File: config.mk
export PLATFORM = sky130hd
export DESIGN_NAME = hdlc_rx_pool
export DESIGN_NICKNAME = d
export VERILOG_FILES = /design/src/rtl/hrp_pkg.sv /design/src/rtl/hrp_fifo.sv /design/src/rtl/hrp_frame_ctl.sv /design/src/rtl/hrp_irq_regs.sv /design/src/rtl/hdlc_rx_pool.sv
export SDC_FILE = /design/constraint.sdc
export NUM_CORES = 1
export LEC_CHECK = 0
export ABC_AREA = 1
export BUFFER_PORTS_ARGS = -buffer_cell sky130_fd_sc_hd__buf_2
export CORE_MARGIN = 1.5
export CORE_UTILIZATION = 40
export CTS_CLUSTER_SIZE = 28
export DETAILED_ROUTE_END_ITERATION = 8
export HOLD_SLACK_MARGIN = 0.06
export PLACE_DENSITY = 0.65
export SLEW_MARGIN = 25
export SYNTH_ARGS = -nofsm -noshare
export SYNTH_HDL_FRONTEND = slang
export SYNTH_HIERARCHICAL = 1
export SYNTH_SLANG_ARGS = --single-unit
File: constraint.sdc
create_clock -name clk -period 6.75 [get_ports clk]
set_input_delay 2.025 -clock clk [delete_from_list [all_inputs] [get_ports clk]]
set_output_delay 2.025 -clock clk [all_outputs]
set_load 0.05 [all_outputs]
File: src/rtl/hrp_pkg.sv
package hrp_pkg;
  localparam int BYTE_W = 8;
  localparam int IRQ_N  = 3;

  // Bit positions of the interrupt causes in the status vector
  typedef enum logic [1:0] {
    IRQ_START = 2'd0,
    IRQ_POOL  = 2'd1,
    IRQ_OVF   = 2'd2
  } irq_bit_e;

  // Status payload: loss flag above the count, at least one byte wide
  function automatic int stat_width(input int cnt_w);
    return (cnt_w + 1 > BYTE_W) ? cnt_w + 1 : BYTE_W;
  endfunction
endpackage

File: src/rtl/hrp_fifo.sv
module hrp_fifo #(
  parameter int W     = 13,
  parameter int DEPTH = 64,
  localparam int AW   = (DEPTH > 1) ? $clog2(DEPTH) : 1,
  localparam int FW   = $clog2(DEPTH + 1)
) (
  input  logic          clk,
  input  logic          rst_n,
  input  logic          wr_en,
  input  logic [W-1:0]  wr_data,
  input  logic          rd_en,
  output logic [W-1:0]  rd_data,
  output logic          empty,
  output logic          full,
  output logic [FW-1:0] fill
);
  logic [W-1:0]  mem [DEPTH];
  logic [AW-1:0] wr_ptr, rd_ptr;
  logic          push, pop;

  assign full    = (fill == FW'(DEPTH));
  assign empty   = (fill == '0);
  assign push    = wr_en & ~full;
  assign pop     = rd_en & ~empty;
  assign rd_data = mem[rd_ptr];

  function automatic logic [AW-1:0] wrap_inc(input logic [AW-1:0] p);
    return (p == AW'(DEPTH - 1)) ? '0 : p + 1'b1;
  endfunction

  always_ff @(posedge clk) begin
    if (push) mem[wr_ptr] <= wr_data;
  end

  always_ff @(posedge clk or negedge rst_n) begin
    if (!rst_n) begin
      wr_ptr <= '0;
      rd_ptr <= '0;
      fill   <= '0;
    end else begin
      if (push) wr_ptr <= wrap_inc(wr_ptr);
      if (pop)  rd_ptr <= wrap_inc(rd_ptr);
      case ({push, pop})
        2'b10:   fill <= fill + 1'b1;
        2'b01:   fill <= fill - 1'b1;
        default: fill <= fill;
      endcase
    end
  end
endmodule

File: src/rtl/hrp_frame_ctl.sv
module hrp_frame_ctl
  import hrp_pkg::*;
#(
  parameter int CNT_W  = 11,
  parameter int POOL   = 32,
  parameter int ENT_W  = 13,
  localparam int STAT_W = ENT_W - 1,
  localparam int PW     = $clog2(POOL + 1)
) (
  input  logic              clk,
  input  logic              rst_n,
  input  logic              addr_mode,
  input  logic              sof,
  input  logic              byte_v,
  input  logic [BYTE_W-1:0] byte_d,
  input  logic              addr_match,
  input  logic              eof,
  input  logic              fifo_full,
  output logic              wr_en,
  output logic [ENT_W-1:0]  wr_data,
  output logic              ev_start,
  output logic              ev_pool,
  output logic              ev_ovf,
  output logic [BYTE_W-1:0] frame_addr
);
  localparam logic [CNT_W-1:0] CNT_MAX = '1;

  logic              active_q, first_q, mode_q, qual_q;
  logic              since_q, started_q, lost_q;
  logic [CNT_W-1:0]  cnt_q;
  logic [PW-1:0]     pool_q;
  logic [BYTE_W-1:0] addr_q;
  logic              take, store, lost_byte, close, push_stat;
  logic [STAT_W-1:0] stat_word;

  // A byte belongs to the frame if the frame is accepted, or if it is the
  // matching address byte that accepts it now
  assign take      = byte_v & active_q & (qual_q | (first_q & mode_q & addr_match));
  assign store     = take & ~fifo_full;
  assign lost_byte = take & fifo_full;
  assign close     = eof & active_q & qual_q;
  assign push_stat = close & ~fifo_full;

  assign wr_en    = store | push_stat;
  assign ev_pool  = store & (pool_q == PW'(POOL - 1));
  assign ev_start = take & qual_q & since_q & ~started_q;
  assign ev_ovf   = lost_byte | (close & fifo_full);
  assign frame_addr = addr_q;

  always_comb begin
    stat_word            = '0;
    stat_word[CNT_W-1:0] = cnt_q;
    stat_word[CNT_W]     = lost_q;
    wr_data              = '0;
    if (close) wr_data = {1'b1, stat_word};
    else       wr_data[BYTE_W-1:0] = byte_d;
  end

  always_ff @(posedge clk or negedge rst_n) begin
    if (!rst_n) begin
      active_q  <= 1'b0;
      first_q   <= 1'b0;
      mode_q    <= 1'b0;
      qual_q    <= 1'b0;
      since_q   <= 1'b0;
      started_q <= 1'b0;
      lost_q    <= 1'b0;
      cnt_q     <= '0;
      pool_q    <= '0;
      addr_q    <= '0;
    end else if (sof) begin
      active_q  <= 1'b1;
      first_q   <= 1'b1;
      mode_q    <= addr_mode;
      qual_q    <= ~addr_mode;
      since_q   <= 1'b0;
      started_q <= 1'b0;
      lost_q    <= 1'b0;
      cnt_q     <= '0;
      pool_q    <= '0;
    end else if (eof && active_q) begin
      active_q <= 1'b0;
      qual_q   <= 1'b0;
    end else if (byte_v && active_q) begin
      if (first_q) begin
        first_q <= 1'b0;
        addr_q  <= byte_d;
        if (mode_q && !addr_match) active_q <= 1'b0;
        else                       qual_q   <= 1'b1;
      end
      if (take) begin
        if (cnt_q != CNT_MAX) cnt_q <= cnt_q + 1'b1;
        if (lost_byte) lost_q <= 1'b1;
        if (store) pool_q <= ev_pool ? '0 : pool_q + 1'b1;
        if (qual_q) since_q <= 1'b1;
        if (ev_start) started_q <= 1'b1;
      end
    end
  end
endmodule

File: src/rtl/hrp_irq_regs.sv
module hrp_irq_regs #(
  parameter int N = 3
) (
  input  logic         clk,
  input  logic         rst_n,
  input  logic [N-1:0] ev,
  input  logic         rd,
  input  logic [N-1:0] mask,
  output logic [N-1:0] status,
  output logic         irq
);
  // A new cause beats a simultaneous read
  always_ff @(posedge clk or negedge rst_n) begin
    if (!rst_n) status <= '0;
    else        status <= (rd ? '0 : status) | ev;
  end

  assign irq = |(status & mask);
endmodule

File: src/rtl/hdlc_rx_pool.sv
module hdlc_rx_pool
  import hrp_pkg::*;
#(
  parameter int FIFO_DEPTH = 64,
  parameter int POOL_BYTES = 32,
  parameter int CNT_W      = 11,
  localparam int STAT_W    = hrp_pkg::stat_width(CNT_W),
  localparam int ENT_W     = STAT_W + 1,
  localparam int FILL_W    = $clog2(FIFO_DEPTH + 1)
) (
  input  logic              clk,
  input  logic              rst_n,
  input  logic              addr_mode,
  input  logic              in_sof,
  input  logic              in_valid,
  input  logic [BYTE_W-1:0] in_data,
  input  logic              in_addr_match,
  input  logic              in_eof,
  output logic [BYTE_W-1:0] frame_addr,
  output logic              out_valid,
  input  logic              out_ready,
  output logic [ENT_W-1:0]  out_data,
  input  logic [IRQ_N-1:0]  irq_mask,
  input  logic              stat_rd,
  output logic [IRQ_N-1:0]  irq_status,
  output logic              irq
);
  logic              fifo_wr, fifo_full, fifo_empty;
  logic [ENT_W-1:0]  fifo_wdata;
  logic [FILL_W-1:0] fill;
  logic              ev_start, ev_pool, ev_ovf;
  logic [IRQ_N-1:0]  ev_vec;

  hrp_frame_ctl #(.CNT_W(CNT_W), .POOL(POOL_BYTES), .ENT_W(ENT_W)) u_ctl (
    .clk(clk), .rst_n(rst_n), .addr_mode(addr_mode), .sof(in_sof),
    .byte_v(in_valid), .byte_d(in_data), .addr_match(in_addr_match),
    .eof(in_eof), .fifo_full(fifo_full), .wr_en(fifo_wr), .wr_data(fifo_wdata),
    .ev_start(ev_start), .ev_pool(ev_pool), .ev_ovf(ev_ovf),
    .frame_addr(frame_addr)
  );

  hrp_fifo #(.W(ENT_W), .DEPTH(FIFO_DEPTH)) u_fifo (
    .clk(clk), .rst_n(rst_n), .wr_en(fifo_wr), .wr_data(fifo_wdata),
    .rd_en(out_ready), .rd_data(out_data), .empty(fifo_empty),
    .full(fifo_full), .fill(fill)
  );

  assign out_valid = ~fifo_empty;

  always_comb begin
    ev_vec            = '0;
    ev_vec[IRQ_START] = ev_start;
    ev_vec[IRQ_POOL]  = ev_pool;
    ev_vec[IRQ_OVF]   = ev_ovf;
  end

  hrp_irq_regs #(.N(IRQ_N)) u_irq (
    .clk(clk), .rst_n(rst_n), .ev(ev_vec), .rd(stat_rd),
    .mask(irq_mask), .status(irq_status), .irq(irq)
  );
endmodule

# Word level (Yosys, flattened, before mapping)

Memory sizes are Yosys's and may differ from the RTL's.
Index checks and enable logic that the tools add are counted.

Logic and storage cells: 130
Output and inout bits: 26
RAM bits: 832
Bits of input ports: 20
Register bits: 54
Memories kept: 1

Memory list:

| memory     | words | bits a word | read ports | clocked after memory_dff | wr ports | RTL line       | source |
|---|---|---|---|---|---|---|---|
| u_fifo.mem | 64    | 13          | 1          | 0                        | 1        | hrp_fifo.sv:17 | `logic [W-1:0] mem [DEPTH];` |

Add/sub/neg operators: 6
Eq/ne operators: 9
Reduce and logical (&&, ||, !) cells: 26
Multiplexer cells: 47
Bitwise gates (word level): 27

Operators with widths:

| kind                  | count |
|---|---|
| $mux 11               | 5 |
| $mux 6                | 8 |
| $mux 1                | 30 |
| $reduce_and 4->1      | 6 |
| $add 6x1->6 const B   | 3 |
| $and 1x1->1           | 16 |
| $reduce_bool 2->1     | 8 |
| $pmux 7 s2            | 1 |
| $eq 6x6->1 const B    | 2 |
| $add 11x1->11 const B | 1 |
| $ne 11x11->1 const B  | 1 |
| $reduce_bool 3->1     | 3 |
| $mux 8                | 1 |
| $add 7x1->7 const B   | 1 |
| $eq 7x7->1 const B    | 1 |
| $logic_not 7->1       | 1 |
| $sub 7x1->7 const B   | 1 |
| $eq 6x5->1 const B    | 1 |
| $not 1->1             | 6 |
| $reduce_and 3->1      | 2 |
| $mux 5                | 1 |
| $and 3x3->3           | 1 |
| $logic_and 1x1->1     | 3 |
| $mux 3                | 1 |
| 9 further kinds       | 11 |

# Longest topological paths before layout

Word-level depth: 12
Mapped depth: 17
Mapped depth without buffers: 16

# Hierarchy

The synthesis kept the hierarchy.

By module, submodules not included:

| module        | times used | cells each | sequential area each (sq um) | area an instance (sq um) |
|---|---|---|---|---|
| hrp_fifo      | 1          | 3459       | 25459.4                      | 36512.5 |
| hrp_frame_ctl | 1          | 272        | 800.8                        | 1940.6 |
| hrp_irq_regs  | 1          | 13         | 75.1                         | 125.1 |
| hdlc_rx_pool  | 1          | 1          | 0.0                          | 3.8 |

# Worst setup path before layout

OpenSTA, ideal clock, no wires.

Path kind: input port to flip-flop
Start point: input port in_eof
End point: memory u_fifo.mem[0][0] (data pin)
Library setup time: 702 ps
Required time: 6048 ps
Data arrival time: 4872 ps
Stages on the path: 4
Buffers on the path: 1
Slack: 1176 ps
Cell sequence: nand2_1 nor2_2 buf_4 o21ai_0

Word-level cells in the longest chain between the ends: 3

RTL lines:

| item                     | RTL line            | source |
|---|---|---|
| from (decl)              | hdlc_rx_pool.sv:18  | `input logic in_eof,` |
| $and 1x1->1 (2 in a row) | hrp_frame_ctl.sv:41 | `assign close = eof & active_q & qual_q;` |
| via u_ctl.close          | hrp_frame_ctl.sv:33 | `logic take, store, lost_byte, close, push_stat;` |
| $mux 8                   | hrp_frame_ctl.sv:55 | `if (close) wr_data = {1'b1, stat_word};` |
| via fifo_wdata[0]        | hdlc_rx_pool.sv:29  | `logic [ENT_W-1:0] fifo_wdata;` |
| to (decl)                | hrp_fifo.sv:17      |  |

The timed path passes the listed nets, and every way through them passes these cells.

# Worst setup path after layout

Start point: register u_fifo.rd_ptr[0]
End point: output port out_data[4]

Word-level cells in the longest chain between the ends: 1

RTL lines:

| item                   | RTL line           | source |
|---|---|---|
| from (decl)            | hrp_fifo.sv:18     | `logic [AW-1:0] wr_ptr, rd_ptr;` |
| from (signal assigned) | hrp_fifo.sv:42     | `if (pop) rd_ptr <= wrap_inc(rd_ptr);` |
| $mem_v2 64x13          | -                  |  |
| to (decl)              | hdlc_rx_pool.sv:22 | `output logic [ENT_W-1:0] out_data,` |

No other way between the ends.

==> reports/results.tsv <==
stage	metric	value	unit
run_status	result of the run	finished, final reports clean	
timing	slew at the pin with the worst max-slew slack	1.282	ns
detailed_routing	detailed-route vias per instance	5.082	
die	placeable core area	95290	sq um
clock_tree	number of buffers on the longest clock path	3	
min_path	sink of the worst hold path	u_ctl/frame_addr[7]	
timing	final hold viol count	0	
detailed_routing	post-detailed-route wirelength per cell	19.41	um
grt	largest net degree at the start of global routing	174	
detailed_routing	count of nets left with antenna violations after detail routing	0	
detailed_routing	number of search-and-repair iterations in the first detailed-routing pass	5	
detailed_routing	Post-route DRC	0	
detailed_routing	total wire length after detailed routing	99840	um
timing	final max-slew violation count	0	
logic_synthesis	post-synth top area cell	edfxtp_1	
timing	ratio of final minimum period to clock period	93.89	%
grt	wire length of the first global-routing pass	152000	um
power	cell leakage power	0.01761	uW
worst_setup_path	critical setup path kind	reg2out	
clock_tree	number of clock sinks	886	
die	number of cell rows	113	
timing	clk_skew	0.02518	ns
timing	unrepaired setup endpoints after global routing	false	
logic_synthesis	number of instances in the synthesized netlist	3745	
grt	number of global-route vias before repair	25000	
worst_setup_path	CP required	4.72	ns
die	number of top-level pins	46	
power	Power per Cell Area	382.7	nW/um^2
power	total power of the final layout	16580	uW
grt	initial antenna violation count	0	
worst_setup_path	Crit path arrival time	4.31	ns
power	Peak supply drop	0.0005760	V
die	effective utilization at floorplan	40.49	%
placement	port bufs	45	
clock_tree	CTS H-Tree Depth	3	
placement	placed wire-length estimate after detailed placement	56590	um
logic_synthesis	net count after synthesis	3776	
clock_tree	number of hold-repair buffers added at the cts stage	0	
die	Die Height	313.6	um
clock_tree	Clock Tree Root	clkbuf_16	
timing	Slew HR	14.52	%
final_layout	count of inserted antenna diode cells	0	
logic_synthesis	YS warnings	6	
run	count of maximum capacitance violations	0	
clock_tree	clock insertion delay at the later pin of the skew report	0.66	ns
worst_setup_path	Register-to-Register Setup Slack	3.25	ns
min_path	worst min-delay path category	reg2reg	
logic_synthesis	mean instance size in the synthesized netlist	10.30	sq um
logic_synthesis	Synth cell types	40	
clock_tree	Post-CTS Setup Repair Bufs	0	
worst_setup_path	Worst setup startpoint	u_fifo/rd_ptr[0]	
final_layout	layout cells sized above 1	8.610	%
grt	Congestion Overflow GR	0	
final_layout	synthesis-to-finish area growth	12.30	%
timing	TNS Setup	0	ns
clock_tree	clock-pin slew on the worst setup and hold paths	0.06	ns
timing	final critical path time including I/O delays and setup	6.338	ns
logic_synthesis	Synth area leaders	edfxtp_1 65%, nand2_1 11%, nand3_1 5.5%	
logic_synthesis	synthesized cell area	38580	sq um
worst_setup_path	reg-to-reg critical path endpoint	u_fifo/mem[36][4]	
detailed_routing	overall via count from detail_route	26140	
logic_synthesis	top-area cell type share of the netlist area	64.76	%
clock_tree	number of gates resized after CTS	0	
grt	combined global-route utilization of all metal layers	20.27	%
timing	final count of negative-setup-slack endpoints	0	
final_layout	final-stage net count	3840	
placement	Routability Congestion	0.8322	
worst_setup_path	critical path launch point type	flop	
timing	highest attainable clock frequency	157.8	MHz
worst_setup_path	RR Startpoint	u_ctl/active_q	
worst_setup_path	maximum fanout along the worst path	131	
detailed_routing	initial detailed-routing violation count	2528	
min_path	Hold Crit Depth	2	
worst_setup_path	type of destination of the critical path	output port	
clock_tree	TritonCTS clock tree	built	
clock_tree	number of buffers added by the clock tree synthesis step	91	
die	Die Width	313.6	um
logic_synthesis	sequential element share of the synthesized area	68.26	%
die	floorplan die area	98330	sq um
min_path	critical hold path startpoint	u_ctl/frame_addr[7]	
worst_setup_path	number of cells traversed by the worst register-to-register path	10	
logic_synthesis	number of synthesized register bits	886	
## per-layer routing
| layer | track usage, % | share of wire [%] |
|---|---|---|
| met1 | 26.25 | 41 |
| met5 | 0 | 0 |
| met3 | 3.061 | 6.6 |
| met4 | 8.827 | 4.4 |
| met2 | 33.90 | 48 |
## worst max-delay path by stage
stage	endpoint	slack [ns]
floorplan	u_fifo/mem[0][0]	1.18
global placement	out_data[4]	1.15
detailed placement	out_data[4]	1.13
CTS	out_data[4]	0.42
global route	out_data[4]	0.27
finish	out_data[4]	0.41
## cell usage after synthesis
master    count
nand2_1    1181
edfxtp_1    832
inv_1       435
nand3_1     427
nor2_1      349
o21ai_0     146
buf_2        79
dfrtp_1      54
clkbuf_1     38
a21oi_1      36
buf_4        29
nand4_1      20
buf_1        17
buf_6        15
xor2_1       12
ha_1         10
or2_2        10
o21ai_2       8
inv_2         7
nor2_2        7
nor3_1        4
clkinv_1      3
o21bai_1      3
xnor2_1       3
a31oi_1       2
clkbuf_2      2
nand2_2       2
nor2_4        2
a21oi_2       1
and3_1        1
fa_1          1
inv_4         1
nand3_4       1
nand3b_1      1
nand3b_4      1
nand4_2       1
nor3_4        1
nor3b_1       1
o21a_1        1
o221ai_1      1
## flip-flops by register name, summed over array words and instances, names as in the netlist
register	count
u_ctl/mode_q	1
u_ctl/first_q	1
u_ctl/pool_q	6
u_fifo/mem	832
u_fifo/wr_ptr	6
u_ctl/since_q	1
u_fifo/fill	7
u_fifo/rd_ptr	6
u_ctl/lost_q	1
u_ctl/cnt_q	11
u_ctl/frame_addr	8
u_irq/status	3
u_ctl/qual_q	1
u_ctl/started_q	1
u_ctl/active_q	1
## power breakdown
group / leakage, uW / switching, uW / internal, uW / total (uW)
combinational: 0.00799 / 3960 / 1340 / 5310
clock: 0.00139 / 2090 / 2790 / 4890
sequential: 0.00823 / 196 / 6190 / 6390
total: 0.0176 / 6250 / 10300 / 16600
## layout make-up
| cell class | count | area [sq um] |
|---|---|---|
| Multi-Input combinational cell | 2233 | 9718 |
| Clock inverter | 54 | 501.7 |
| Tap cell | 1265 | 1583 |
| Clock buffer | 109 | 2355 |
| Fill cell | 8760 | 51970 |
| Timing Repair Buffer | 151 | 1140 |
| Inverter | 446 | 1687 |
| Sequential cell | 886 | 26340 |
## worst max-delay path, stage by stage, from the launching register on
cell	delay, ns
dfrtp_4	0.73
inv_8	0.61
buf_12	0.37
nand2_1	0.09
nand2_1	0.07
nand2_1	0.05
nand3_1	0.11
nand3_1	0.32
nand2_1	0.19
nand2_1	0.10
nand2_1	0.25
inv_1	0.06
nand2_1	0.09
buf_2	0.27
## kinds of logic after synthesis
group | synth area share [%]
flops | 68.26
simple gates | 21.39
fa+ha+maj | 0.3762
compound gates | 2.698
buf+inv | 6.933
xor+xnor | 0.3405
## placed cells by master (no fill, tap or decap), drive strengths merged, types with 2 or more instances in the layout
master / count
buf: 151
xor2: 12
a31oi: 2
or2: 10
edfxtp: 832
bufinv: 8
nor3: 5
nand4: 21
ha: 10
clkinv: 43
o21bai: 3
o21ai: 154
nand3: 428
inv: 446
nand2: 1183
clkinvlp: 3
dfrtp: 54
xnor2: 3
nor2: 358
nand3b: 2
a21oi: 37
clkbuf: 109
## stage by stage
step	hold slack, ns	worst slack [ns]	utilization [%]	area, sq um	cells
6_report	0.4782	0.4121	45.47	43330	5144
4_1_cts	0.4826	0.4173	45.46	43320	5143
2_1_floorplan	0.4590	1.176	-	38580	3745
5_1_grt	0.5028	0.2697	45.47	43330	5144
3_3_place_gp	0.4583	1.151	42.39	40390	4978
3_5_place_dp	0.4656	1.134	42.46	40460	4980
Note: power is estimated with default switching activity, not from simulation.
